$ cat src/rtl/ebc_pkg.sv
package ebc_pkg;
  // Effective wait count: a stored zero stretches like one.
  function automatic logic [1:0] eff_wait(input logic [1:0] raw);
    return (raw == 2'd0) ? 2'd1 : raw;
  endfunction
endpackage

$ cat src/rtl/ebc_decode.sv
module ebc_decode #(
  parameter int AW = 16,
  parameter int NUM_PER = 2,
  parameter logic [AW-1:0] ROM_BASE  = 16'h0100,
  parameter logic [AW-1:0] RAM_TOP   = 16'h7FFF,
  parameter logic [AW-1:0] PER_BASE  = 16'hFF00,
  parameter logic [AW-1:0] VEC_BASE  = 16'hFF80,
  parameter logic [AW-1:0] WCFG_ADDR = 16'hFF7F,
  localparam int NSEL = 2 + NUM_PER
) (
  input  logic          prog,
  input  logic [AW-1:0] addr,
  output logic [NSEL-1:0] hit,
  output logic          wcfg_hit,
  output logic          vec_hit
);
  logic               rom_hit;
  logic               ram_hit;
  logic [NUM_PER-1:0] per_hit;

  assign rom_hit  = prog && (addr >= ROM_BASE);
  assign ram_hit  = !prog && (addr <= RAM_TOP);
  assign wcfg_hit = !prog && (addr == WCFG_ADDR);
  assign vec_hit  = prog && (addr >= VEC_BASE);

  for (genvar i = 0; i < NUM_PER; i++) begin : g_per
    localparam logic [AW-1:0] PADDR = PER_BASE + AW'(i);
    assign per_hit[i] = !prog && (addr == PADDR);
  end

  assign hit = {per_hit, ram_hit, rom_hit};
endmodule

$ cat src/rtl/ebc_wait_cfg.sv
module ebc_wait_cfg (
  input  logic       clk,
  input  logic       rst_n,
  input  logic       we,
  input  logic [1:0] wdata,
  output logic [1:0] raw_q,
  output logic [1:0] eff
);
  import ebc_pkg::*;

  always_ff @(posedge clk or negedge rst_n) begin
    if (!rst_n) raw_q <= 2'd3;
    else if (we) raw_q <= wdata;
  end

  assign eff = eff_wait(raw_q);
endmodule

$ cat src/rtl/ebc_seq.sv
module ebc_seq #(
  parameter int AW = 16,
  parameter int DW = 8,
  parameter int NSEL = 4
) (
  input  logic            clk,
  input  logic            rst_n,
  input  logic            req_rd,
  input  logic            req_wr,
  input  logic [AW-1:0]   addr,
  input  logic [DW-1:0]   wdata,
  input  logic [NSEL-1:0] hit,
  input  logic            wcfg_hit,
  input  logic            vec_hit,
  input  logic [1:0]      eff,
  output logic            busy,
  output logic            last,
  output logic [NSEL-1:0] sel_q,
  output logic            rd_q,
  output logic            wcfg_q,
  output logic            vec_q,
  output logic [AW-1:0]   addr_q,
  output logic [DW-1:0]   wdata_q
);
  logic [1:0] cnt;

  always_ff @(posedge clk or negedge rst_n) begin
    if (!rst_n) begin
      busy    <= 1'b0;
      cnt     <= 2'd0;
      sel_q   <= '0;
      rd_q    <= 1'b0;
      wcfg_q  <= 1'b0;
      vec_q   <= 1'b0;
      addr_q  <= '0;
      wdata_q <= '0;
    end else if (!busy) begin
      if (req_rd || req_wr) begin
        busy    <= 1'b1;
        sel_q   <= hit;
        rd_q    <= req_rd;
        wcfg_q  <= wcfg_hit;
        vec_q   <= vec_hit;
        addr_q  <= addr;
        wdata_q <= wdata;
        cnt     <= (|hit) ? eff : 2'd1;
      end
    end else if (cnt == 2'd0) begin
      busy   <= 1'b0;
      sel_q  <= '0;
      wcfg_q <= 1'b0;
      vec_q  <= 1'b0;
    end else begin
      cnt <= cnt - 2'd1;
    end
  end

  assign last = busy && (cnt == 2'd0);
endmodule

$ cat src/rtl/ext_bus_cs_ctrl.sv
module ext_bus_cs_ctrl #(
  parameter int AW = 16,
  parameter int DW = 8,
  parameter int NUM_PER = 2,
  parameter logic [AW-1:0] ROM_BASE  = 16'h0100,
  parameter logic [AW-1:0] RAM_TOP   = 16'h7FFF,
  parameter logic [AW-1:0] PER_BASE  = 16'hFF00,
  parameter logic [AW-1:0] VEC_BASE  = 16'hFF80,
  parameter logic [AW-1:0] WCFG_ADDR = 16'hFF7F
) (
  input  logic               clk,
  input  logic               rst_n,
  input  logic               cpu_req_rd,
  input  logic               cpu_req_wr,
  input  logic               cpu_space_prog,
  input  logic [AW-1:0]      cpu_addr,
  input  logic [DW-1:0]      cpu_wdata,
  output logic [DW-1:0]      cpu_rdata,
  output logic               cpu_ready,
  output logic [AW-1:0]      bus_addr,
  output logic [DW-1:0]      bus_wdata,
  input  logic [DW-1:0]      bus_rdata,
  output logic               bus_rd_n,
  output logic               bus_wr_n,
  output logic               rom_cs_n,
  output logic               ram_cs_n,
  output logic [NUM_PER-1:0] per_cs_n,
  output logic               vec_win
);
  localparam int NSEL = 2 + NUM_PER;

  logic [NSEL-1:0] hit, sel_q;
  logic            wcfg_hit, vec_hit;
  logic [1:0]      wait_raw, wait_eff;
  logic            acc_busy, acc_last, rd_q, wcfg_q, vec_q;
  logic            ext_active, cfg_we;

  ebc_decode #(
    .AW(AW), .NUM_PER(NUM_PER), .ROM_BASE(ROM_BASE), .RAM_TOP(RAM_TOP),
    .PER_BASE(PER_BASE), .VEC_BASE(VEC_BASE), .WCFG_ADDR(WCFG_ADDR)
  ) u_dec (
    .prog(cpu_space_prog), .addr(cpu_addr), .hit(hit),
    .wcfg_hit(wcfg_hit), .vec_hit(vec_hit)
  );

  ebc_seq #(.AW(AW), .DW(DW), .NSEL(NSEL)) u_seq (
    .clk(clk), .rst_n(rst_n), .req_rd(cpu_req_rd), .req_wr(cpu_req_wr),
    .addr(cpu_addr), .wdata(cpu_wdata), .hit(hit), .wcfg_hit(wcfg_hit),
    .vec_hit(vec_hit), .eff(wait_eff), .busy(acc_busy), .last(acc_last),
    .sel_q(sel_q), .rd_q(rd_q), .wcfg_q(wcfg_q), .vec_q(vec_q),
    .addr_q(bus_addr), .wdata_q(bus_wdata)
  );

  assign cfg_we = acc_last && wcfg_q && !rd_q;

  ebc_wait_cfg u_wcfg (
    .clk(clk), .rst_n(rst_n), .we(cfg_we), .wdata(bus_wdata[1:0]),
    .raw_q(wait_raw), .eff(wait_eff)
  );

  assign ext_active = acc_busy && (|sel_q);
  assign rom_cs_n   = !(acc_busy && sel_q[0]);
  assign ram_cs_n   = !(acc_busy && sel_q[1]);
  assign per_cs_n   = ~({NUM_PER{acc_busy}} & sel_q[NSEL-1:2]);
  assign bus_rd_n   = !(ext_active && rd_q);
  assign bus_wr_n   = !(ext_active && !rd_q);
  assign cpu_ready  = acc_last;
  assign vec_win    = acc_busy && vec_q;
  assign cpu_rdata  = (acc_busy && wcfg_q) ? {{(DW-2){1'b0}}, wait_raw} : bus_rdata;
endmodule

$ cat config.mk
export PLATFORM = sky130hd
export DESIGN_NAME = ext_bus_cs_ctrl
export DESIGN_NICKNAME = d
export VERILOG_FILES = /design/src/rtl/ebc_pkg.sv /design/src/rtl/ebc_decode.sv /design/src/rtl/ebc_wait_cfg.sv /design/src/rtl/ebc_seq.sv /design/src/rtl/ext_bus_cs_ctrl.sv
export SDC_FILE = /design/constraint.sdc
export NUM_CORES = 1
export LEC_CHECK = 0
export ABC_AREA = 1
export ABC_CLOCK_PERIOD_IN_PS = 1600
export BUFFER_PORTS_ARGS = -buffer_cell sky130_fd_sc_hd__buf_2
export CORE_ASPECT_RATIO = 1.25
export CORE_MARGIN = 5
export CORE_UTILIZATION = 35
export DETAILED_ROUTE_END_ITERATION = 6
export PLACE_DENSITY = 0.61
export SLEW_MARGIN = 10
export SYNTH_ARGS = -nofsm -noshare
export SYNTH_HDL_FRONTEND = slang
export SYNTH_SLANG_ARGS = --single-unit
$ cat constraint.sdc
create_clock -name clk -period 1.6 [get_ports clk]
set_input_delay 0.32 -clock clk [delete_from_list [all_inputs] [get_ports clk]]
set_output_delay 0.32 -clock clk [all_outputs]
set_load 0.02 [all_outputs]
## Word level (Yosys, flattened, before mapping)

Cells that the tools add are included.

| storage, ports and cells | value |
|---|---|
| register bits | 36 |
| word-level logic and storage cells | 69 |
| input port bits | 37 |

| operators by class | value |
|---|---|
| muxes and demuxes | 17 |
| eq/ne operators | 5 |
| bitwise operators | 3 |
| order comparisons | 3 |
| reductions and logical operators | 31 |
| $add $sub $neg | 1 |

Operators by type and width:

| cell | count |
|---|---|
| $eq A16 B16 Y1 const B | 3 |
| $ge A16 B16 Y1 const B | 1 |
| $ge A16 B9 Y1 const B | 1 |
| $le A16 B15 Y1 const B | 1 |
| $logic_and A1 B1 Y1 | 16 |
| $mux W4 | 3 |
| $mux W2 | 5 |
| $mux W1 | 8 |
| $mux W8 | 1 |
| $reduce_or A4 Y1 | 2 |
| $logic_not A1 Y1 | 6 |
| $reduce_and A2 Y1 | 3 |
| $logic_not A2 Y1 | 2 |
| $ne A2 B2 Y1 const B | 2 |
| $and A2 B2 Y2 | 1 |
| $not A2 Y2 | 1 |
| $reduce_bool A2 Y1 | 1 |
| $sub A2 B1 Y2 const B | 1 |
| $logic_or A1 B1 Y1 | 1 |
| $not A1 Y1 | 1 |

## Logic depth before layout (Yosys ltp)

| logic depth | value |
|---|---|
| depth after elaboration | 6 |
| gate-level depth with buffers | 9 |
| depth with buffers taken out | 9 |

## Cells and area by module

From an unflattened synthesis, not the netlist that was laid out.

| second synthesis, totals | value |
|---|---|
| cell total of the unflattened synthesis | 254 |
| area, all modules | 1868.0 um^2 |

Modules (own cells, without submodules):

| module | times used | cells each | seq. area each (um^2) | area an instance (um^2) |
|---|---|---|---|---|
| ebc_seq | 1 | 161 | 850.8 | 1411.4 |
| ebc_decode | 1 | 46 | 0.0 | 190.2 |
| ext_bus_cs_ctrl | 1 | 35 | 0.0 | 176.4 |
| ebc_wait_cfg | 1 | 12 | 52.6 | 90.1 |

## Least setup slack after synthesis

No wires, ideal clock.

| path | value |
|---|---|
| path kind | reg2out |
| start | register u_seq.busy |
| end | output cpu_rdata[2] |
| slack | 0.287 ns |
| arrival time | 0.993 ns |
| cell stages (with the launch flop) | 5 |
| path buffers | 1 |
| path through | dfrtp_1 > buf_6 > nand2_2 > inv_2 > nor2_1 |

| between the ends | value |
|---|---|
| word-level cells in the longest chain between the ends | 2 |

RTL lines:

| item | line | RTL |
|---|---|---|
| start: declaration | ebc_seq.sv:16 | `output logic busy,` |
| start signal: assignment | ebc_seq.sv:29 | `busy <= 1'b0;` |
| start signal: assignment | ebc_seq.sv:39 | `busy <= 1'b1;` |
| start signal: assignment | ebc_seq.sv:49 | `busy <= 1'b0;` |
| $logic_and A1 B1 Y1 | ext_bus_cs_ctrl.sv:69 | `assign cpu_rdata = (acc_busy && wcfg_q) ? {{(DW-2){1'b0}}, wait_raw} : bus_rdata;` |
| $mux W8 | ext_bus_cs_ctrl.sv:69 |  |
| end: declaration | ext_bus_cs_ctrl.sv:18 | `output logic [DW-1:0] cpu_rdata,` |

No other way between the ends.

## Worst setup path after layout

| path | value |
|---|---|
| start | register u_seq.sel_q[2] |
| end | output bus_rd_n |

| between the ends | value |
|---|---|
| word-level cells in the longest chain between the ends | 4 |

RTL lines:

| item | line | RTL |
|---|---|---|
| start: declaration | ebc_seq.sv:18 | `output logic [NSEL-1:0] sel_q,` |
| start signal: assignment | ebc_seq.sv:40 | `sel_q <= hit;` |
| $reduce_or A4 Y1 | ext_bus_cs_ctrl.sv:61 | `assign ext_active = acc_busy && (\|sel_q);` |
| $logic_and A1 B1 Y1 | ext_bus_cs_ctrl.sv:61 |  |
| $logic_and A1 B1 Y1 | ext_bus_cs_ctrl.sv:65 | `assign bus_rd_n = !(ext_active && rd_q);` |
| $logic_not A1 Y1 | ext_bus_cs_ctrl.sv:65 |  |
| end: declaration | ext_bus_cs_ctrl.sv:23 | `output logic bus_rd_n,` |

No other way between the ends.

==> run_results.csv <==
group,metric,value,unit
timing,slew_violations,0,
die,die_area,6430,sq um
layout,layout_commonest_cell,"nand2_1",
layout,antenna_cells,0,
layout,layout_common_cells,"nand2_1, buf_2, dfrtp_1",
detailed_routing,dr.first_iter.drc_count,82,
clock_tree,cts_buffers,5,
detailed_routing,ant_nets,0,
die,num_io_pins,77,
critical_path,crit_path_max_incr_delay,0.40,ns
power,clock_power_share,14.9,%
min_path,hp-start,"cpu_wdata[7]",
critical_path,crit_fanout,3,
critical_path,r2r-end,"u_seq.addr_q[0]$_DFFE_PN0P_",
critical_path,crit_required,1.28,ns
layout,multi_input_area,687,sq um
layout,fin_nets,346,
clock_tree,insertion_delay,0.28,ns
clock_tree,root_buffer,"clkbuf_8",
status,status,"completed",
synth,ys_seq_elements,36,
critical_path,path_cells,"nor4_1 > nor2_1 > nand2_1 > buf_6",
synth,synth.distinct_cells,24,
detailed_routing,dr.pass1.iters,2,
global_routing,grt_start_max_net_pins,25,
global_routing,grt_usage,14.5,%
synth,synth_seq_area_share,52.4,%
layout,fillers,507,
global_routing,grt_pass1_wl,7140,um
global_routing,antenna_found_initial,0,
clock_tree,cts.path.max_buffers,2,
layout,drive_gt1_share,35.1,%
clock_tree,cts.sinks,36,
global_routing,grt_pass1_vias,1595,
clock_tree,cts_max_level,2,
timing,setup_violations,0,
timing,fin_crit,1.55,ns
flow_run,cap_violations,0,
placement,port_buffers,76,
min_path,hp-class,"in2reg",
timing,finalHoldViolCount,0,
critical_path,worst_setup_path_start_kind,"register",
critical_path,rrSetupSlack,0.20,ns
synth,synthCells,223,
clock_tree,cts_tree,"yes",
critical_path,cp.arrival,1.23,ns
min_path,holdPathEnd,"u_seq.wdata_q[7]$_DFFE_PN0P_",
detailed_routing,vias,1630,
critical_path,worstRegToRegCells,6,
power,internal_power,2.26,mW
power,power.leakage,1.28,nW
detailed_routing,vias_per_cell,4.43,
layout,area_growth,35.4,%
timing,skew,0.00513,ns
timing,setup_tns,0,ns
timing,fin_ws,0.0507,ns
min_path,whs_path_depth,3,
power,p_switching,1.66,mW
timing,max_freq,645,MHz
placement,place_congestion,0.720,
timing,rsz0062_at_grt,"true",
placement,dp_slack,0.183,ns
power,p_comb_share,47.3,%
power,seqPwrFrac,37.8,%
timing,period_share,96.8,%
layout,regArea,905,sq um
power,ir_worst_vdd,0.000782,V
synth,ys_warn_count,0,
detailed_routing,wl,4260,um
power,sw_frac_of_total,42.4,%
synth,syn_area_per_cell,7.73,sq um
critical_path,endpoint_kind,"output port",
power,power-per-cell-area,1680,nW/um^2
die,fp.dieW,72.8,um
timing,relSlewSlack,69.0,%
die,die_y,88.4,um
clock_tree,clk_pin_slew,0.07,ns
critical_path,r2r_start,"u_seq.busy$_DFF_PN0_",
timing,tightest_slew,0.465,ns
die,row_count,28,
die,core_area,4760,sq um
detailed_routing,drc,0,
die,start_util,36.2,%
synth,syn_nets,261,
detailed_routing,wl_per_cell,11.6,um
placement,hpwl,3380,um
global_routing,grt_overflow,0,
synth,synth_area,1720,sq um
critical_path,slowest_stage,"dfrtp_1",
critical_path,critPathKind,"reg2out",
==> registers in the layout, indices dropped and copies added (netlist names) <==
| signal | cells |
|---|---|
| u_seq.wcfg_q | 1 |
| u_wcfg.raw_q | 2 |
| u_seq.busy | 1 |
| u_seq.rd_q | 1 |
| u_seq.vec_q | 1 |
| u_seq.cnt | 2 |
| u_seq.addr_q | 16 |
| u_seq.wdata_q | 8 |
| u_seq.sel_q | 4 |
==> power by group through the flow <==
| stage | logic, mW | registers, mW | clock network [mW] |
|---|---|---|---|
| after detailed placement | 1.81 | 1.50 | 0 |
| after global routing | 2.06 | 1.54 | 0.655 |
| final | 1.85 | 1.48 | 0.584 |
| after CTS | 1.86 | 1.48 | 0.620 |
| after floorplan | 0.829 | 1.84 | 0 |
| after global placement | 1.78 | 1.50 | 0 |
==> cells in the mapped netlist, drive strengths merged <==
cell | number | area [sq um]
a22o | 1 | 8.76
nand3 | 5 | 25.0
a21oi | 3 | 30.0
o21ai | 16 | 80.1
nor2 | 30 | 130
clkbuf | 1 | 3.75
inv | 26 | 100
dfstp | 2 | 52.6
ha | 1 | 12.5
nor3 | 2 | 10.0
nand4 | 4 | 25.0
buf | 5 | 31.3
nand2 | 91 | 344
o31ai | 1 | 12.5
nor4 | 1 | 6.26
dfrtp | 34 | 851
==> final cells by class <==
| type | count | share of cell area (%) |
|---|---|---|
| Clock buffer | 6 | 3.11 |
| Clock inverter | 1 | 0.214 |
| Inverter | 26 | 4.40 |
| Multi-Input combinational cell | 155 | 29.4 |
| Sequential cell | 36 | 38.8 |
| Tap cell | 60 | 3.22 |
| Timing Repair Buffer | 84 | 20.9 |
==> metrics by stage <==
stage	hold slack [ns]	power, mW	std cells	utilization, %	instance area [sq um]
6_report	0.238	3.92	368	49.0	2330
5_1_grt	0.233	4.26	368	49.0	2330
4_1_cts	0.227	3.97	367	48.4	2310
3_5_place_dp	0.296	3.31	357	46.1	2200
3_3_place_gp	0.298	3.28	357	46.1	2200
2_1_floorplan	0.0244	2.67	223	-	1720
==> per-layer routing <==
metal | GRT usage (%) | vias to the layer above | part of all wire [%]
met2 | 24.5 | 52 | 48
met5 | 0 | - | 0
li1 | - | 850 | -
met4 | 7.05 | 0 | 1.9
met3 | 3.52 | 5 | 7.6
met1 | 17.3 | 723 | 43
==> worst max-delay path: cells and delay by family, from the launching register on <==
family / cells / cell delay [ns]
and+or+nand+nor: 3 / 0.44
DFF: 1 / 0.40
buffers and inverters: 1 / 0.12
==> kinds of logic (layout without fill, tap and decap cells) <==
logic type               after synthesis  after routing  synth area share (%)
flip-flops                            36             36                  52.4
AO/OA/AOI/OAI                         21             21                  7.63
buffers and inverters                 32            117                  7.84
adder cells (fa/ha/maj)                1              1                 0.726
AND/OR/NAND/NOR                      133            133                  31.4
==> how the worst max path moves through the flow <==
| stage | from | end | cells after the start |
|---|---|---|---|
| after global routing | u_seq.sel_q[2]$_DFFE_PN0P_ | bus_rd_n | 4 |
| after detailed placement | u_seq.busy$_DFF_PN0_ | cpu_rdata[0] | 5 |
| after floorplan | u_seq.busy$_DFF_PN0_ | cpu_rdata[2] | 4 |
| after global placement | u_seq.busy$_DFF_PN0_ | cpu_rdata[0] | 5 |
| final | u_seq.sel_q[2]$_DFFE_PN0P_ | bus_rd_n | 4 |
| after CTS | u_seq.cnt[0]$_DFFE_PN0P_ | cpu_ready | 5 |
==> repair_timing <==
action / in CTS / in global routing
hold buffers: 1 / 0
endpoints found under the hold margin: 18 / 0
pin swaps: 1 / 2
setup buffers: 2 / 1
endpoints found under the setup margin: 12 / 4
resized for setup: 3 / 6
No activity file was read; power rests on OpenSTA's default activity.
